--- config.mk ---
export PLATFORM = sky130hd
export DESIGN_NAME = spi_cmd_seq
export DESIGN_NICKNAME = d
export VERILOG_FILES = /design/src/rtl/spi_seq_pkg.sv /design/src/rtl/spi_seq_cmd.sv /design/src/rtl/spi_seq_shifter.sv /design/src/rtl/spi_seq_ctrl.sv /design/src/rtl/spi_cmd_seq.sv
export SDC_FILE = /design/constraint.sdc
export NUM_CORES = 1
export LEC_CHECK = 0
export BUFFER_PORTS_ARGS = -buffer_cell sky130_fd_sc_hd__buf_2
export CORE_MARGIN = 5
export CORE_UTILIZATION = 40
export DETAILED_ROUTE_END_ITERATION = 7
export GPL_TIMING_DRIVEN = 0
export PLACE_DENSITY_LB_ADDON = 0.25
export SLEW_MARGIN = 20
export SYNTH_ARGS = -nofsm -noshare
export SYNTH_HDL_FRONTEND = slang
export SYNTH_SLANG_ARGS = --single-unit
--- constraint.sdc ---
create_clock -name clk -period 5.29 [get_ports clk]
set_input_delay 0.2645 -clock clk [delete_from_list [all_inputs] [get_ports clk]]
set_output_delay 0.2645 -clock clk [all_outputs]
set_load 0.005 [all_outputs]
--- src/rtl/spi_seq_pkg.sv ---
package spi_seq_pkg;
  localparam int CMD_W      = 32;
  localparam int SEL_W      = 2;
  localparam int SEL_LSB    = 30;
  localparam int DUAL_BIT   = 28;
  localparam int TXONLY_BIT = 27;
  localparam int SKIP_W     = 8;
  localparam int SKIP_LSB   = 16;
  localparam int LEN_W      = 16;
  localparam int LEN_LSB    = 0;

  typedef enum logic [1:0] {
    ST_IDLE  = 2'd0,
    ST_FETCH = 2'd1,
    ST_SHIFT = 2'd2
  } seq_state_e;

  typedef struct packed {
    logic [SEL_W-1:0]  sel;
    logic              dual;
    logic              tx_only;
    logic [SKIP_W-1:0] skip;
    logic [LEN_W-1:0]  last;
  } cmd_t;
endpackage

--- src/rtl/spi_seq_cmd.sv ---
module spi_seq_cmd
  import spi_seq_pkg::*;
(
  input  logic             clk,
  input  logic             rst_n,
  input  logic             load,
  input  logic [CMD_W-1:0] word,
  output cmd_t             cmd_q
);
  cmd_t cmd_new;
  cmd_t cmd_d;
  logic unused_rsvd;

  // fields that the sequencer uses; the rest of the word is reserved
  assign cmd_new.sel     = word[SEL_LSB +: SEL_W];
  assign cmd_new.dual    = word[DUAL_BIT];
  assign cmd_new.tx_only = word[TXONLY_BIT];
  assign cmd_new.skip    = word[SKIP_LSB +: SKIP_W];
  assign cmd_new.last    = word[LEN_LSB +: LEN_W];
  assign unused_rsvd     = ^{word[29], word[26:24]};

  always_comb begin
    cmd_d = cmd_q;
    if (load) cmd_d = cmd_new;
  end

  always_ff @(posedge clk or negedge rst_n) begin
    if (!rst_n) cmd_q <= '0;
    else        cmd_q <= cmd_d;
  end
endmodule

--- src/rtl/spi_seq_shifter.sv ---
module spi_seq_shifter #(
  parameter int DATA_W = 8
) (
  input  logic              clk,
  input  logic              rst_n,
  input  logic              load,
  input  logic              load_zero,
  input  logic [DATA_W-1:0] load_val,
  input  logic              shift,
  input  logic              sample,
  input  logic              dual,
  input  logic [1:0]        sdi,
  output logic              sdo,
  output logic [DATA_W-1:0] rx_word
);
  logic [DATA_W-1:0] tx_q, tx_d;
  logic [DATA_W-1:0] rx_q, rx_d;

  always_comb begin
    tx_d = tx_q;
    if (load)       tx_d = load_zero ? '0 : load_val;
    else if (shift) tx_d = dual ? {tx_q[DATA_W-3:0], 2'b00} : {tx_q[DATA_W-2:0], 1'b0};
    rx_d = rx_q;
    if (sample)     rx_d = dual ? {rx_q[DATA_W-3:0], sdi} : {rx_q[DATA_W-2:0], sdi[0]};
  end

  always_ff @(posedge clk or negedge rst_n) begin
    if (!rst_n) begin
      tx_q <= '0;
      rx_q <= '0;
    end else begin
      tx_q <= tx_d;
      rx_q <= rx_d;
    end
  end

  assign sdo     = tx_q[DATA_W-1];
  assign rx_word = rx_q;
endmodule

--- src/rtl/spi_seq_ctrl.sv ---
module spi_seq_ctrl
  import spi_seq_pkg::*;
#(
  parameter int DATA_W = 8
) (
  input  logic clk,
  input  logic rst_n,
  input  logic sck_step,
  input  logic cmd_valid,
  input  cmd_t cmd,
  input  logic tx_valid,
  output logic load_cmd,
  output logic tx_ready,
  output logic sh_load,
  output logic sh_zero,
  output logic sh_shift,
  output logic sh_sample,
  output logic dual_byte,
  output logic sck,
  output logic busy,
  output logic done,
  output logic rx_push,
  output logic sd_oe
);
  localparam int BIT_W = $clog2(DATA_W);
  localparam logic [BIT_W-1:0] LAST_SINGLE = BIT_W'(DATA_W - 1);
  localparam logic [BIT_W-1:0] LAST_DUAL   = BIT_W'(DATA_W / 2 - 1);

  seq_state_e       state_q, state_d;
  logic [LEN_W-1:0] idx_q, idx_d;
  logic [BIT_W-1:0] bit_q, bit_d;
  logic             sck_q, sck_d;
  logic             done_q, done_d;
  logic             push_q, push_d;

  logic in_skip, read_ph, need_tx, capture, last_byte, last_bit;

  // byte classification for the current byte index
  assign in_skip   = idx_q < LEN_W'(cmd.skip);
  assign read_ph   = (cmd.skip != '0) && !in_skip;
  assign need_tx   = !read_ph;
  assign capture   = !cmd.tx_only && !in_skip;
  assign dual_byte = read_ph && cmd.dual;
  assign last_byte = (idx_q == cmd.last);
  assign last_bit  = (bit_q == (dual_byte ? LAST_DUAL : LAST_SINGLE));

  assign load_cmd  = (state_q == ST_IDLE) && cmd_valid;
  assign tx_ready  = (state_q == ST_FETCH) && need_tx;
  assign busy      = (state_q != ST_IDLE);
  assign sh_zero   = !need_tx;

  always_comb begin
    state_d   = state_q;
    idx_d     = idx_q;
    bit_d     = bit_q;
    sck_d     = sck_q;
    done_d    = 1'b0;
    push_d    = 1'b0;
    sh_load   = 1'b0;
    sh_shift  = 1'b0;
    sh_sample = 1'b0;
    unique case (state_q)
      ST_IDLE: begin
        if (cmd_valid) begin
          state_d = ST_FETCH;
          idx_d   = '0;
        end
      end
      ST_FETCH: begin
        if (!need_tx || tx_valid) begin
          sh_load = 1'b1;
          bit_d   = '0;
          state_d = ST_SHIFT;
        end
      end
      ST_SHIFT: begin
        if (sck_step) begin
          if (!sck_q) begin
            sck_d     = 1'b1;
            sh_sample = 1'b1;
          end else begin
            sck_d = 1'b0;
            if (last_bit) begin
              push_d = capture;
              if (last_byte) begin
                state_d = ST_IDLE;
                done_d  = 1'b1;
              end else begin
                state_d = ST_FETCH;
                idx_d   = idx_q + 1'b1;
              end
            end else begin
              sh_shift = 1'b1;
              bit_d    = bit_q + 1'b1;
            end
          end
        end
      end
      default: state_d = ST_IDLE;
    endcase
  end

  always_ff @(posedge clk or negedge rst_n) begin
    if (!rst_n) begin
      state_q <= ST_IDLE;
      idx_q   <= '0;
      bit_q   <= '0;
      sck_q   <= 1'b0;
      done_q  <= 1'b0;
      push_q  <= 1'b0;
    end else begin
      state_q <= state_d;
      idx_q   <= idx_d;
      bit_q   <= bit_d;
      sck_q   <= sck_d;
      done_q  <= done_d;
      push_q  <= push_d;
    end
  end

  assign sck     = sck_q;
  assign done    = done_q;
  assign rx_push = push_q;
  assign sd_oe   = busy && !dual_byte;
endmodule

--- src/rtl/spi_cmd_seq.sv ---
module spi_cmd_seq
  import spi_seq_pkg::*;
#(
  parameter int DATA_W = 8,
  parameter int NUM_CS = 4
) (
  input  logic              clk,
  input  logic              rst_n,
  input  logic              sck_step,
  input  logic              cmd_valid,
  input  logic [CMD_W-1:0]  cmd_word,
  input  logic              tx_valid,
  input  logic [DATA_W-1:0] tx_data,
  output logic              tx_ready,
  output logic              rx_valid,
  output logic [DATA_W-1:0] rx_data,
  output logic              done,
  output logic              spi_sck,
  output logic [NUM_CS-1:0] spi_cs_n,
  output logic              spi_sdo,
  output logic              spi_sdo_oe,
  input  logic [1:0]        spi_sdi
);
  cmd_t cmd_q;
  logic load_cmd, sh_load, sh_zero, sh_shift, sh_sample, dual_byte, busy;

  spi_seq_cmd u_cmd (
    .clk   (clk),
    .rst_n (rst_n),
    .load  (load_cmd),
    .word  (cmd_word),
    .cmd_q (cmd_q)
  );

  spi_seq_ctrl #(.DATA_W(DATA_W)) u_ctrl (
    .clk       (clk),
    .rst_n     (rst_n),
    .sck_step  (sck_step),
    .cmd_valid (cmd_valid),
    .cmd       (cmd_q),
    .tx_valid  (tx_valid),
    .load_cmd  (load_cmd),
    .tx_ready  (tx_ready),
    .sh_load   (sh_load),
    .sh_zero   (sh_zero),
    .sh_shift  (sh_shift),
    .sh_sample (sh_sample),
    .dual_byte (dual_byte),
    .sck       (spi_sck),
    .busy      (busy),
    .done      (done),
    .rx_push   (rx_valid),
    .sd_oe     (spi_sdo_oe)
  );

  spi_seq_shifter #(.DATA_W(DATA_W)) u_shift (
    .clk       (clk),
    .rst_n     (rst_n),
    .load      (sh_load),
    .load_zero (sh_zero),
    .load_val  (tx_data),
    .shift     (sh_shift),
    .sample    (sh_sample),
    .dual      (dual_byte),
    .sdi       (spi_sdi),
    .sdo       (spi_sdo),
    .rx_word   (rx_data)
  );

  // one select line per encoding of the select field
  for (genvar g = 0; g < NUM_CS; g++) begin : g_cs
    assign spi_cs_n[g] = !(busy && (cmd_q.sel == SEL_W'(g)));
  end
endmodule

# Word-level counts from Yosys, hierarchy flattened
# Cells that the tools add are included.
[op_classes]
addsub = 2
n_lt_le_gt_ge = 1
eq_ne = 14
mux = 42
n_reduce_logical = 30
[op_table]
columns = ["operator", "count"]
rows = [
  ["$mux W16", 5],
  ["$mux W8", 5],
  ["$pmux W16 S2", 1],
  ["$mux W1", 19],
  ["$add A16 B1 Y16 const B", 1],
  ["$eq A16 B16 Y1", 1],
  ["$lt A16 B8 Y1", 1],
  ["$mux W3", 5],
  ["$logic_and A1 B1 Y1", 10],
  ["$mux W2", 5],
  ["$ne A2 B2 Y1 const B", 5],
  ["$reduce_and A5 Y1", 2],
  ["$logic_not A1 Y1", 8],
  ["$reduce_bool A2 Y1", 4],
  ["$reduce_bool A8 Y1", 1],
  ["$eq A2 B2 Y1 const B", 3],
  ["$pmux W2 S3", 1],
  ["$pmux W3 S2", 1],
  ["$reduce_and A6 Y1", 1],
  ["$eq A2 B1 Y1 const B", 2],
  ["$logic_not A2 Y1", 2],
  ["$ne A2 B1 Y1 const B", 2],
  ["$add A3 B1 Y3 const B", 1],
  ["$eq A3 B3 Y1", 1],
  ["other kinds (2)", 2],
]
[totals]
register_bits = 68
elab_cells = 102

# Depth between registers and ports, before layout
# Gate-level depths: netlist of the first run.
[logic_depth]
ltp_word = 12
ltp_mapped = 11

# Cells and area by module
# Synthesis of the first run repeated with hierarchy kept, for this count alone.
[hier_totals]
cells_unflattened = 339
area_unflattened_um2 = 3764.9
[by_module_without_submodules]
columns = ["mod", "n_inst", "cells_per_inst", "area_per_inst_um2", "seq_area_each_um2"]
rows = [
  ["spi_seq_ctrl", 1, 201, 1793.0, 600.6],
  ["spi_seq_cmd", 1, 59, 1142.3, 700.7],
  ["spi_seq_shifter", 1, 75, 800.8, 400.4],
  ["spi_cmd_seq", 1, 4, 28.8, 0.0],
]

# Least setup slack after synthesis of the first run
# Ideal clock, no wire load.
[synth_timing]
kind = "flip-flop to flip-flop"
from = "register u_ctrl.idx_q[2]"
to = "register u_ctrl.bit_q[0]"
arrival_ps = 2466
required_time_ps = 5165
setup_slack_ps = 2699
path_stages_with_launch = 11
n_path_buf = 2
period_less_slack_ps = 2591
cell_sequence = "dfrtp_1 > ha_1 > a211oi_1 > o21ai_1 > a221oi_4 > o21ai_1 > and2_1 > buf_6 > o21bai_2 > buf_6 > mux2_4"
[synth_between]
elab_chain_cells = 8
elab_cells_between_ends = 10
classes_between = "1 x order compare; 3 x eq/ne; 1 x mux; 5 x reduce/logical"
[synth_rtl]
columns = ["element", "line", "text"]
rows = [
  ["start, declared", "spi_seq_ctrl.sv:30", "logic [LEN_W-1:0] idx_q, idx_d;"],
  ["start signal, assigned", "spi_seq_ctrl.sv:113", "idx_q <= idx_d;"],
  ["$lt A16 B8 Y1 *", "spi_seq_ctrl.sv:39", "assign in_skip = idx_q < LEN_W'(cmd.skip);"],
  ["$logic_not A1 Y1 *", "spi_seq_ctrl.sv:40", "assign read_ph = (cmd.skip != '0) && !in_skip;"],
  ["$logic_and A1 B1 Y1 *", "spi_seq_ctrl.sv:40", ""],
  ["$logic_and A1 B1 Y1", "spi_seq_ctrl.sv:43", "assign dual_byte = read_ph && cmd.dual;"],
  ["$mux W3", "spi_seq_ctrl.sv:45", "assign last_bit = (bit_q == (dual_byte ? LAST_DUAL : LAST_SINGLE));"],
  ["$eq A3 B3 Y1", "spi_seq_ctrl.sv:45", ""],
  ["$ne A2 B2 Y1 (no line)", "--", ""],
  ["$reduce_and A5 Y1 (no line) *", "--", ""],
  ["end signal, assigned", "spi_seq_ctrl.sv:114", "bit_q <= bit_d;"],
  ["end, declared", "spi_seq_ctrl.sv:31", "logic [BIT_W-1:0] bit_q, bit_d;"],
]
# Mark *: on every way between the ends. The rest lies on a longest branch, timed or not.
# A chain may end at the register's enable or synchronous reset.

# Worst setup path after layout of the first run
[layout_timing]
from = "register u_ctrl.idx_q[7]"
to = "output port spi_sdo_oe"
[layout_between]
elab_chain_cells = 6
[layout_rtl]
columns = ["element", "line", "text"]
rows = [
  ["$lt A16 B8 Y1", "spi_seq_ctrl.sv:39", ""],
  ["$logic_not A1 Y1", "spi_seq_ctrl.sv:40", ""],
  ["$logic_and A1 B1 Y1", "spi_seq_ctrl.sv:40", ""],
  ["$logic_and A1 B1 Y1", "spi_seq_ctrl.sv:43", ""],
  ["$logic_not A1 Y1", "spi_seq_ctrl.sv:124", "assign sd_oe = busy && !dual_byte;"],
  ["$logic_and A1 B1 Y1", "spi_seq_ctrl.sv:124", ""],
  ["end, declared", "spi_cmd_seq.sv:21", "output logic spi_sdo_oe,"],
]
# Every way passes these cells.

==> summary by stage, run 1 <==
Yosys
The leading register cell type out of synthesis is sky130_fd_sc_hd__dfrtp_1. Of the synthesized area, sequential elements account for a little under half. In the synthesized netlist, the cells that appear most often are 99 x sky130_fd_sc_hd__nand2_1, 68 x sky130_fd_sc_hd__dfrtp_1, 22 x sky130_fd_sc_hd__nor2_1. For this run, the number of Yosys warnings is 0. The top cell type by area accounts for 45.9% of the synthesized area. The largest total area in the synthesized netlist belongs to sky130_fd_sc_hd__dfrtp_1. Synthesis produced 400 cells. After synthesis, the cell types taking the most area are sky130_fd_sc_hd__dfrtp_1 46%, sky130_fd_sc_hd__nand2_1 10%, sky130_fd_sc_hd__mux2i_1 5.1%. The cell area after synthesis is between 3000 and 4000 sq um. The flip-flop and latch count after synthesis is between 60 and 70. After synthesis, the share of flip-flops with an asynchronous set or reset is between 90% and 100%. The most used standard cell by instance count after synthesis is sky130_fd_sc_hd__nand2_1.

The count of flip-flops with a built-in enable after synthesis is 0. After synthesis, the netlist uses 47 different library cells. When the netlist entered floorplanning its net count stood at around 460. The average instance in the mapped netlist occupies 9.27 sq um.

STA
The aggregate negative setup slack is 0 ps. The total count of max-transition violations in the final report is 0. The worst path uses around 56% of the clock period.

The count of final setup violators is 0. In this run the tightest slew margin relative to its limit is between 60% and 70%. On the final layout, the worst clock skew is ~11 ps. Setup slack on the critical path of the routed design comes to ~2300 ps.

The highest achievable clock rate is about 340 MHz. The worst path needs slightly below 3000 ps of the cycle, external delays included. Setup repair after global routing left no endpoint under its margin.

The final hold violation count is 0. The transition at the pin with the smallest max-transition slack is about 580 ps.

Cells and area
Compared with the post-synthesis result, the final layout area differs by 18.5%. Cells fill between 40 and 50% of the core in the end. In the final layout, the share of cells above drive strength 1 is approximately a fifth. For this run, the post-layout net count is approximately 530. The filler cells instantiated in the layout total 911. 0 antenna diodes ended up in the layout. After the flow finishes, the layout carries non-filler instances totaling slightly below 600.

Critical path
Traced cell by cell, the critical path runs through ha_1 > nand4_1 > nor2_1 > a221oi_4 > nor2_2 > buf_2 > nor2_1 > buf_2. The slowest library cell on the worst path is sky130_fd_sc_hd__dfrtp_1. Together, buffers and inverters on the worst path number 2. In this design, the largest share of critical-path delay is due to simple AND/OR/NAND/NOR gates. The category of the worst setup path capture point is an output port. Of all nets on the critical path, the largest fanout is 10. The arrival time of data at the critical path endpoint is between 2000 and 3000 ps.

The biggest cell delay along the critical path is 450 ps. For the worst setup path, the data required time is a little over 5000 ps. The path type of the worst setup path is flip-flop to output port. The worst setup path is launched from a flip-flop.

Routing
The antenna violation net count after detailed routing is 0. After detailed routing, the average wire length per cell comes to 14.9 um. The total number of vias is slightly above 3,000. The first TritonRoute pass finished after 4 iterations. The via count normalized by instance count is between 5 and 6. The first routing iteration left 182 violations. The number of remaining DRC errors is 0. The total wire length is about 8800 um.

Pwr
For this design the ratio of total power to cell area is between 400 and 500 nW/um^2. In this run the power spent charging and discharging nets is roughly 0.8 mW. VDD sags by at most about 0.23 mV. Summed over all cells, the static leakage comes to ~2.2 nW.

The switching fraction of total power is a little under two fifths. The power share of the sequential group is between 30% and 40%. The internal power of the cells totals 1.30 mW. In this run, the combinational gates consume a little under two fifths of the power. Per report_power, the clock group accounts for a little under a quarter of the total.

CTS
At the later pin of the worst-skew pair, clock insertion delay measures approximately 350 ps. The number of clock buffers inserted by TritonCTS is 9. The TritonCTS sink count is 68. The total setup buffers inserted after CTS is 0. The post-cts gate resize count is 0. The clock transition time at the flip-flop clock pins of the worst setup and hold paths is 80 ps.

The cell sitting at the root of the clock tree is a sky130_fd_sc_hd__clkbuf_8. The TritonCTS clock tree is done. The maximum count of clock buffers along a single path is 2.

The clock tree synthesis step divided the H-tree into 3 levels. The count of hold buffers inserted by post-cts repair is 1.

Floorplanning
The number of core rows is 35. Once the floorplan was initialized, standard cells occupied between 40% and 50% of the core. The die covers between 10,000 and 15,000 sq um. The die span in y is between 100 and 150 um. The floorplan die width is approximately 110 um. The core area is 9150 sq um.

The number of primary I/O pins is 65.

Place
Detailed placement ended at an HPWL of between 6000 and 7000 um. At the placement stage, the worst setup path has a slack of ~2500 ps. The placer congestion estimate is a little over 0.8. The number of buffers inserted by port buffering is 60. Once placement completed, the tool counted placed cells totaling 572.

Job
The tool flagged a number of max-cap violations equal to 0.

Global route
The number of antenna violations at the first check in global routing is 0. The first-pass GRT wire length is approximately 15,000 um. The number of global-route vias before repair was a little over 3,000.

The residual overflow from global routing is 0. Entering global routing, the biggest net connects slightly above 40 pins. The overall global routing resource usage is 16.3%.

Min path
The class of the worst hold path is primary input to flip-flop.

Status
The flow ran to the end, and the final reports show no timing, DRC or antenna violations.
cells in the final DEF, fill, tap and decap left out, drive strengths merged, types with 2 or more instances in the layout:
cell	instances
o211ai	4
mux2	10
nand2b	9
dfrtp	68
buf	66
or3	3
mux2i	19
a21o	3
bufinv	2
nor2b	4
a21oi	15
ha	9
clkbuf	22
nand2	99
xor2	16
nor3	4
nor2	23
a31o	2
nand4	6
nand3	10
inv	15
nor4	10
o21ai	17
o31ai	3
or4	4
and3	4
o311ai	2
clkinv	4
o2bb2ai	7
and2	5
routing by layer:
layer | up-vias | wire length, um | global-route usage [%]
met4 | 0 | 115 | 4.81
li1 | 1524 | - | -
met5 | - | 0 | 0
met3 | 10 | 480 | 4.37
met1 | 1424 | 4460 | 23.2
met2 | 69 | 3740 | 24.2
final cells by class:
cell class	count	area, sq um	share of cell area [%]
Clock buffer	9	124	2.82
Multi-Input combinational cell	299	1860	42.3
Timing Repair Buffer	62	333	7.58
Tap cell	111	139	3.16
Inverter	15	56.3	1.28
Buffer	18	88.8	2.02
Sequential cell	68	1700	38.7
Clock inverter	7	91.3	2.08
tightest hold or removal path, cell delays in order:
cell	delay, ps
sky130_fd_sc_hd__buf_2	70
sky130_fd_sc_hd__nand2_1	40
sky130_fd_sc_hd__nand2_1	40
final timing paths:
path	slack, ps	to	depth (start not counted)	startpoint
max	2330	spi_sdo_oe	8	u_ctrl.idx_q[7]
min	100	u_cmd.cmd_q[8]	3	cmd_word[8]
max reg2reg	2450	u_shift.tx_q[6]	9	u_ctrl.idx_q[2]
min reg2reg	450	u_ctrl.rx_push	1	u_cmd.cmd_q[24]
max in group asynchronous	4360	u_ctrl.idx_q[13]	3	rst_n
min in group asynchronous	380	u_cmd.cmd_q[7]	2	rst_n
sequential cells by signal (all words and copies together) (netlist names):
signal	cells
u_cmd.cmd_q	28
u_ctrl.bit_q	3
u_ctrl.done	1
u_ctrl.idx_q	16
u_ctrl.rx_push	1
u_ctrl.sck	1
u_ctrl.state_q	2
u_shift.rx_word	8
u_shift.tx_q	8
metrics by stage:
stage                     total power, mW  area, sq um  hold WS [ps]
final                                2.10         4390          98.2
after global routing                 2.26         4390           104
after CTS                            2.12         4390          92.8
after detailed placement             1.64         4170           227
after global placement               1.61         4150           453
after floorplan                      1.38         3710         -31.1
kinds of logic after synthesis:
kind of cell	count (synthesis)	synth area share, %
flops	68	45.9
xor+xnor	17	4.02
buf+inv	33	3.92
fa+ha+maj	9	3.04
mux	29	8.88
compound gates	60	11.3
simple gates	184	22.9
power groups by stage:
stage               Sequential (mW)  Combinational, mW  Clock, mW
floorplan                     0.811              0.565          0
global placement              0.840              0.775          0
detailed placement            0.842              0.793          0
CTS                           0.836              0.796      0.484
global route                  0.863              0.898      0.502
finish                        0.835              0.787      0.473
Note: power is estimated with default switching activity, not from simulation.
==> inputs of run 2 (changes only) <==
- clock period: 5.29 -> 2.87 ns (I/O delays scaled with it)
==> summary by stage, run 2 (same netlist as run 1, synthesis figures left out) <==
Status
The flow ran to the end, and the final reports show no timing, DRC or antenna violations.

Routing
The total number of vias is 3,124 (+3.2%). The number of DRC markers after the initial detailed-route iteration was 170 (-6.6%). The via count normalized by instance count is 5.09 (-1.0%).

The antenna violation net count after detailed routing is 0 (unchanged). The total wire length is 8940 um (+1.5%). The detailed-routing iteration count for the pre-antenna-repair pass is 4 (unchanged). The detailed-route wire length per cell is 14.6 um (-2.6%). The number of remaining DRC errors is 0 (unchanged).

STA
The transition at the pin with the smallest max-transition slack came to 586 ps (+10.1 ps). The count of final setup violators is 0 (unchanged). The minimum setup slack in the final design was 133 ps (-2190 ps). The worst clock skew on the final layout is 7.97 ps (-3.16 ps). The aggregate negative setup slack is 0 ps (unchanged).

The time the worst path needs with I/O delays and setup is approximately 2700 ps. The final hold violation count is 0 (unchanged). The relative slew slack is 60.9% (-0.67 points). Setup repair after global routing left no endpoint under its margin. The final clock period utilization by the worst path is between 90% and 100%.

The highest achievable clock rate is 365 MHz. The total count of max-transition violations in the final report is 0 (unchanged).

Critical path
The register-to-register path setup slack is 130 ps (-2320 ps). The highest net fanout along the worst path is 10 (unchanged). The slowest stage of the critical path is the sky130_fd_sc_hd__dfrtp_2 cell. The category of the worst setup path capture point is a flip-flop. The worst setup path is launched from a flip-flop. The biggest cell delay along the critical path is 450 ps (about the same). The setup path with the least slack is of type flip-flop to flip-flop. The buffer and inverter count on the worst path is 3 (+1). The required time at the worst-slack endpoint is 3100 ps (-1930 ps).

In this run the critical register-to-register path is launched from u_ctrl.idx_q[5]. The signal on the critical path passes through ha_1 > a21o_1 > a21o_1 > a221oi_4 > buf_4 > o21ai_1 > and2_1 > buf_6 > o21bai_2 > buf_6 > mux2_4. The cell class contributing the biggest share of worst-path delay is compound AO/OA/AOI/OAI gates. The endpoint identified for the worst register-to-register timing path is u_shift.tx_q[5].

The arrival time of data at the critical path endpoint came to 2970 ps (+270 ps). The count of cells along the worst register-to-register path is 11 (+2).

Place
The placer congestion estimate was 0.826 (unchanged). The number of cells in the design after placement was 572 (unchanged). The pre-CTS setup slack was 47.1 ps (-2420 ps). The number of buffers inserted by port buffering was 60 (unchanged).

The post-detailed-placement half-perimeter wirelength is 6440 um (unchanged).

CTS
The number of clock buffers inserted by TritonCTS is 9 (unchanged). The TritonCTS clock tree is done. The depth of the CTS H-tree is 3 (unchanged). The clock insertion delay at the later pin of the skew report is 340 ps (about the same). The buffer cell driving the clock tree root is sky130_fd_sc_hd__clkbuf_8. The TritonCTS sink count was 68 (unchanged). The clock transition time at the flip-flop clock pins of the worst setup and hold paths came to 80 ps (about the same). The maximum count of clock buffers along a single path is 2 (unchanged).

Pwr
The clock group share of total power was 22.2% (-0.4 points). The switching fraction of total power is 37.9% (-0.11 points). The power share of the sequential group was 39.2% (-0.7 points). The cell area power density is 841 nW/um^2 (+76%). The internal power summed over all cells was 2.44 mW (+88%).

The leakage power came to 2.28 nW (+5.2%). The part of the power in combinational logic is 38.7% (+1.2 points). The maximum ir drop on the vdd rail is 0.433 mV (+85%). The net switching component of the power is 1.49 mW (+87%). The sum of internal, switching and leakage power is 3.93 mW (+87%).

Global route
The number of antenna violations at the first check in global routing is 0 (unchanged). The residual overflow from global routing is 0 (unchanged). The number of global-route vias before repair is 3,082 (+2.1%). The first-pass GRT wire length is 15,000 um (+2.0%).

The overall global routing resource usage is 16.6% (+0.29 points). The largest net degree at the start of global routing came to 41 (unchanged).

Cells and area
The antenna diode count is 0 (unchanged). The end-of-flow core utilization is 51.0% (+3.0 points). Ranked by flip-flop count, first place goes to u_cmd.cmd_q. Compared with the post-synthesis result, the final layout area differs by 26.0%.

The final-stage net count is 554 (+4.7%). The commonest non-fill, non-tap cell in the layout is sky130_fd_sc_hd__nand2_1. The library cells used most frequently in the layout, excluding fill and tap cells, are 99 x sky130_fd_sc_hd__nand2_1, 66 x sky130_fd_sc_hd__dfrtp_1, 59 x sky130_fd_sc_hd__buf_2, 23 x sky130_fd_sc_hd__dlygate4sd3_1, 21 x sky130_fd_sc_hd__nor2_1. The largest registers in the layout are u_cmd.cmd_q: 28 flops, u_ctrl.idx_q: 16 flops. The fraction of layout instances using a drive strength above 1 was 21.3% (+0.98 points). The fill cell instance count of the final layout is 892 (-2.1%). The number of flip-flops in the largest register was 28 (unchanged). The number of standard cells in the final layout excluding fillers was 614 (+4.2%).

Min path
The class of the worst hold path is primary input to flip-flop. The hold path startpoint is cmd_word[18]. The worst hold path terminates at u_cmd.cmd_q[18].

The cell depth of the worst min-delay path was 3 (unchanged).

Floorplanning
The number of core rows is 35 (unchanged). The core area was 9150 sq um (unchanged). The die area is 11,300 sq um (unchanged). The die span in y is 106 um (unchanged). The starting density of the core is 40.5% (unchanged). The number of primary I/O pins was 65 (unchanged). The floorplan die width is 106 um (unchanged).

Job
The total of max-cap violations was 0 (unchanged).
==> run 2: cell count changes in the layout (fill, tap and decap cells not counted), sizes merged <==
| cell | delta |
|---|---|
| dlygate4sd3 | +22 |
| clkbuf | +1 |
| buf | +2 |
==> run 2: timing repair <==
action / CTS / global route
resized for setup: 0 / 11
buffers inserted: 0 / 3
hold endpoints to repair: 50 / 0
hold buffers: 23 / 0
endpoints found under the setup margin: 0 / 21
==> run 2: through the flow <==
stage	instance area [sq um]	hold slack (ps)
2_1_floorplan	3710	-152
4_1_cts	4610	1.16
6_report	4670	5.63
5_1_grt	4670	14.8
3_3_place_gp	4150	335
3_5_place_dp	4170	106
==> run 2: power by group through the flow <==
stage                     clock network, mW  registers [mW]  logic, mW
after floorplan                           0            1.50       1.04
after global placement                    0            1.55       1.43
after detailed placement                  0            1.55       1.46
after CTS                             0.891            1.54       1.49
after global routing                  0.924            1.59       1.72
final                                 0.870            1.54       1.52
==> run 2: routing by layer <==
layer / global-route usage (%) / vias to the layer above / share of wire [%]
met1: 23.4 / 1473 / 51
li1: - / 1573 / -
met2: 25.1 / 70 / 43
met5: 0 / - / 0
met3: 4.13 / 8 / 4.8
met4: 4.81 / 0 / 1.0
==> run 2: worst max-delay path by stage <==
stage	startpoint	end	slack (ps)	cells after the start
final	u_ctrl.idx_q[5]	u_shift.tx_q[5]	130	11
after global routing	u_ctrl.idx_q[5]	u_ctrl.idx_q[9]	9	9
after CTS	u_ctrl.idx_q[7]	spi_sdo_oe	20	8
after detailed placement	u_ctrl.idx_q[2]	u_shift.tx_q[2]	50	9
after global placement	u_ctrl.idx_q[2]	u_shift.tx_q[5]	40	9
after floorplan	u_ctrl.idx_q[2]	u_ctrl.bit_q[0]	280	10
==> run 2: area by class of cell <==
cell class | count | area, sq um | share of cell area [%]
flip-flops and latches | 68 | 1700 | 36.5
well taps | 111 | 139 | 2.97
inverters | 15 | 56.3 | 1.21
clock buffers | 9 | 124 | 2.65
repair buffers | 87 | 576 | 12.3
multi-input cells | 299 | 1890 | 40.4
plain buffers | 18 | 93.8 | 2.01
clock inverters | 7 | 91.3 | 1.96
==> run 2: worst reg2reg max path, delay by kind of cell, from the launching register on <==
kind                     cells  cell delay (ps)
AO/OA/AOI/OAI                5              920
AND/OR/NAND/NOR              1              160
adder cells (fa/ha/maj)      1              300
flip-flops                   1              450
buffers and inverters        3              500
multiplexers                 1              300
==> inputs of run 3 (changes only) <==
- SYNTH_HIERARCHICAL: default -> 1
==> summary by stage, run 3 <==
Status
The run finished with clean final reports.

Place
The placer congestion estimate came to 0.798 (-3.4%). The cell area reported after detailed placement came to 4230 sq um (+1.6%). The post-detailed-placement half-perimeter wirelength is 6120 um (-4.9%). The number of buffers inserted by port buffering was 60 (unchanged). The pre-CTS setup slack is -166 ps (-213 ps).

CTS
The maximum count of clock buffers along a single path is 2 (unchanged). The number of clock buffers inserted by TritonCTS is 9 (unchanged). The clock insertion delay at the later pin of the skew report was 340 ps (about the same). The TritonCTS sink count is 68 (unchanged). The total setup buffers inserted after CTS came to 0 (unchanged). The TritonCTS clock tree is done. The clock transition time at the flip-flop clock pins of the worst setup and hold paths was 80 ps (about the same). The depth of the CTS H-tree came to 3 (unchanged).

The buffer cell driving the clock tree root is sky130_fd_sc_hd__clkbuf_8.

Yosys
Among all cell types in the netlist, the one instantiated most often is sky130_fd_sc_hd__dfrtp_1. The count of flip-flops with a built-in enable after synthesis came to 0 (unchanged). The number of distinct library cell variants in the gate-level netlist after synthesis is 43 (-8.5%). The synthesized design spends more area on one cell type than any other, namely sky130_fd_sc_hd__dfrtp_1. The synthesized net count is 395 (-13%).

The async set-reset flop share out of synthesis is 100% (unchanged). The number of instances in the synthesized netlist is 339 (-15%). The cell area after synthesis is 3760 sq um (+1.6%). The sequential cell area fraction in the yosys report was 45.2% (-0.72 points). Sorting the synthesized cells by area gives the leading types as sky130_fd_sc_hd__dfrtp_1 45%, sky130_fd_sc_hd__mux2_4 8.0%, sky130_fd_sc_hd__a21oi_1 4.3%. The top-area cell type share of the netlist area is 45.2% (-0.72 points). The count of synthesis-stage warnings from yosys is 6 (+6). The flip-flop and latch count after synthesis came to 68 (unchanged). For this run, the leading register cell type out of synthesis is sky130_fd_sc_hd__dfrtp_1.

In the synthesized netlist, the cells that appear most often are 68 x sky130_fd_sc_hd__dfrtp_1, 32 x sky130_fd_sc_hd__a21oi_1, 24 x sky130_fd_sc_hd__nor2_1. The synthesized area per cell was 11.1 sq um (+20%).

STA
The count of final setup violators is 0 (unchanged). The time the worst path needs with I/O delays and setup is 2760 ps (+19.3 ps). The total count of max-transition violations in the final report is 0 (unchanged). The worst clock skew on the final layout came to 10.9 ps (+2.96 ps). The final clock period utilization by the worst path is 96.1% (+0.67 points). The minimum setup slack in the final design is 113 ps (-19.3 ps). The highest achievable clock rate is 363 MHz (-0.70%). The relative slew slack was 67.7% (+6.8 points). The transition at the pin with the smallest max-transition slack was 485 ps (-101 ps).

The final hold violation count came to 0 (unchanged).

Cells and area
Leaving out fill and tap cells, the most frequent cells in the layout are 66 x sky130_fd_sc_hd__dfrtp_1, 59 x sky130_fd_sc_hd__buf_2, 32 x sky130_fd_sc_hd__a21oi_1, 22 x sky130_fd_sc_hd__nor2_1, 20 x sky130_fd_sc_hd__mux2_4. The synthesis-to-finish area growth is 21.6%. The fill cell instance count of the final layout was 857 (-3.9%). The commonest non-fill, non-tap cell in the layout is sky130_fd_sc_hd__dfrtp_1.

The fraction of layout instances using a drive strength above 1 is 32.0% (+11 points). The final design area excluding fillers came to 4580 sq um (-2.0%). The number of flip-flops in the largest register came to 28 (unchanged). The antenna diode count came to 0 (unchanged). The register containing the most flip-flops in the final layout is u_cmd/cmd_q. In the final layout, the registers with the most flip-flops are u_cmd/cmd_q: 28 flops, u_ctrl/idx_q: 16 flops. The end-of-flow core utilization is 49.8% (-1.2 points). The final-stage net count came to 470 (-15%).

Routing
The total wire length was 8590 um (-3.8%). The number of remaining DRC errors is 0 (unchanged). The via count normalized by instance count was 5.47 (+7.5%).

The number of DRC markers after the initial detailed-route iteration is 196 (+15%). The detailed-route wire length per cell is 16.2 um (+11%). The total number of vias is 2,899 (-7.2%). The antenna violation net count after detailed routing is 0 (unchanged). The detailed-routing iteration count for the pre-antenna-repair pass is 5 (+1).

Critical path
The required time at the worst-slack endpoint is 3110 ps (about the same). The category of the worst setup path capture point is a flip-flop. The startpoint identified for the worst register-to-register timing path is u_ctrl/idx_q[2]. The critical path startpoint category is a flip-flop. The count of cells along the worst register-to-register path is 9 (-2). The register-to-register path setup slack came to 110 ps (-20 ps). The most critical setup path has its endpoint at u_shift/tx_q[0]. The most critical setup path has its startpoint at u_ctrl/idx_q[2]. The critical path is of the flip-flop to flip-flop type.

The arrival time of data at the critical path endpoint is 3000 ps (+30 ps). The highest net fanout along the worst path was 10 (unchanged). The worst register-to-register path ends at u_shift/tx_q[0].

Global route
The first-pass GRT wire length came to 14,700 um (-1.8%). The overall global routing resource usage is 16.1% (-0.51 points). The largest net degree at the start of global routing is 49 (+20%). The number of global-route vias before repair is 2,971 (-3.6%). The residual overflow from global routing is 0 (unchanged). The number of antenna violations at the first check in global routing is 0 (unchanged).

Floorplanning
The die span in y is 107 um (+0.72%). The die area is 11,500 sq um (+1.4%). The core area was 9200 sq um (+0.48%). The number of core rows was 35 (unchanged). The number of primary I/O pins is 65 (unchanged). The floorplan die width is 107 um (+0.72%). The starting density of the core was 40.9% (+0.45 points).

Job
The total of max-cap violations was 0 (unchanged).

Pwr
The cell area power density is 904 nW/um^2 (+7.6%). The leakage power is 2.09 nW (-8.5%). The maximum ir drop on the vdd rail is 0.288 mV (-34%). The sum of internal, switching and leakage power is 4.14 mW (+5.4%).

Min path
The class of the worst hold path is primary input to flip-flop.
[run 3: cell count changes after synthesis, sizes merged, moves of 8 or more]
cell and delta:
o31ai +10, mux2 +20, or4 +9, clkbuf -8, a21oi +17, nand2 -85
o21ai -12
[run 3: critical path, cell delays in order, from the launching register on]
cell	delay, ps
sky130_fd_sc_hd__dfrtp_2	460
sky130_fd_sc_hd__ha_1	310
sky130_fd_sc_hd__a211oi_1	330
sky130_fd_sc_hd__o21ai_2	170
sky130_fd_sc_hd__a21o_1	240
sky130_fd_sc_hd__a211oi_2	340
sky130_fd_sc_hd__and2_1	290
sky130_fd_sc_hd__buf_4	200
sky130_fd_sc_hd__inv_1	70
sky130_fd_sc_hd__a32o_1	250
[run 3: layout make-up]
cell class	instances	area, sq um	area share [%]
clock buffers	11	151	3.31
repair buffers	64	360	7.87
inverters	16	60.1	1.31
plain buffers	14	144	3.14
multi-input cells	241	1910	41.8
well taps	111	139	3.03
clock inverters	5	106	2.32
flip-flops and latches	68	1700	37.2
[run 3: how the worst min path moves through the flow]
stage,endpoint,cells past startpoint,startpoint,slack [ps]
after global routing,u_shift/tx_q[0],2,tx_data[0],1
after global placement,u_shift/tx_q[4],2,tx_data[4],370
final,u_shift/tx_q[4],2,tx_data[4],20
after CTS,u_shift/tx_q[4],2,tx_data[4],0.08
after floorplan,u_cmd/cmd_q[0],0,rst_n,-150
after detailed placement,u_cmd/cmd_q[6],1,rst_n,60
[run 3: cells by family after synthesis]
kind of cell | Yosys count | share of synthesized area, %
AO/OA/AOI/OAI | 70 | 12.7
AND/OR/NAND/NOR | 100 | 14.9
buffers and inverters | 30 | 5.38
XOR/XNOR | 17 | 3.95
multiplexers | 45 | 15.0
adder cells (fa/ha/maj) | 9 | 2.99
flip-flops | 68 | 45.2
[run 3: repair_timing]
item | CTS | global route
setup endpoints to repair | 16 | 20
hold buffers | 1 | 2
endpoints found under the hold margin | 20 | 2
gates resized for setup | 5 | 12
pin swaps | 0 | 2
[run 3: power by group]
group          internal, mW  switching [mW]
Sequential             1.31           0.301
Combinational         0.801           0.710
Clock                 0.628           0.386
[run 3: through the flow]
| step | setup TNS [ps] | hold slack (ps) | instances |
|---|---|---|---|
| after global placement | -1020 | 367 | 510 |
| after detailed placement | -905 | 58.1 | 511 |
| final | 0 | 16.6 | 530 |
| after global routing | -148 | 1.44 | 530 |
| after floorplan | 0 | -152 | 339 |
| after CTS | 0 | 0.0761 | 528 |
[run 3: routing by layer]
metal | global-route usage [%] | up-vias | wire, um
met2 | 26.1 | 81 | 4230
met1 | 21.3 | 1412 | 3880
met5 | 0 | - | 0
li1 | - | 1397 | -
met3 | 3.73 | 9 | 384
met4 | 4.84 | 0 | 98
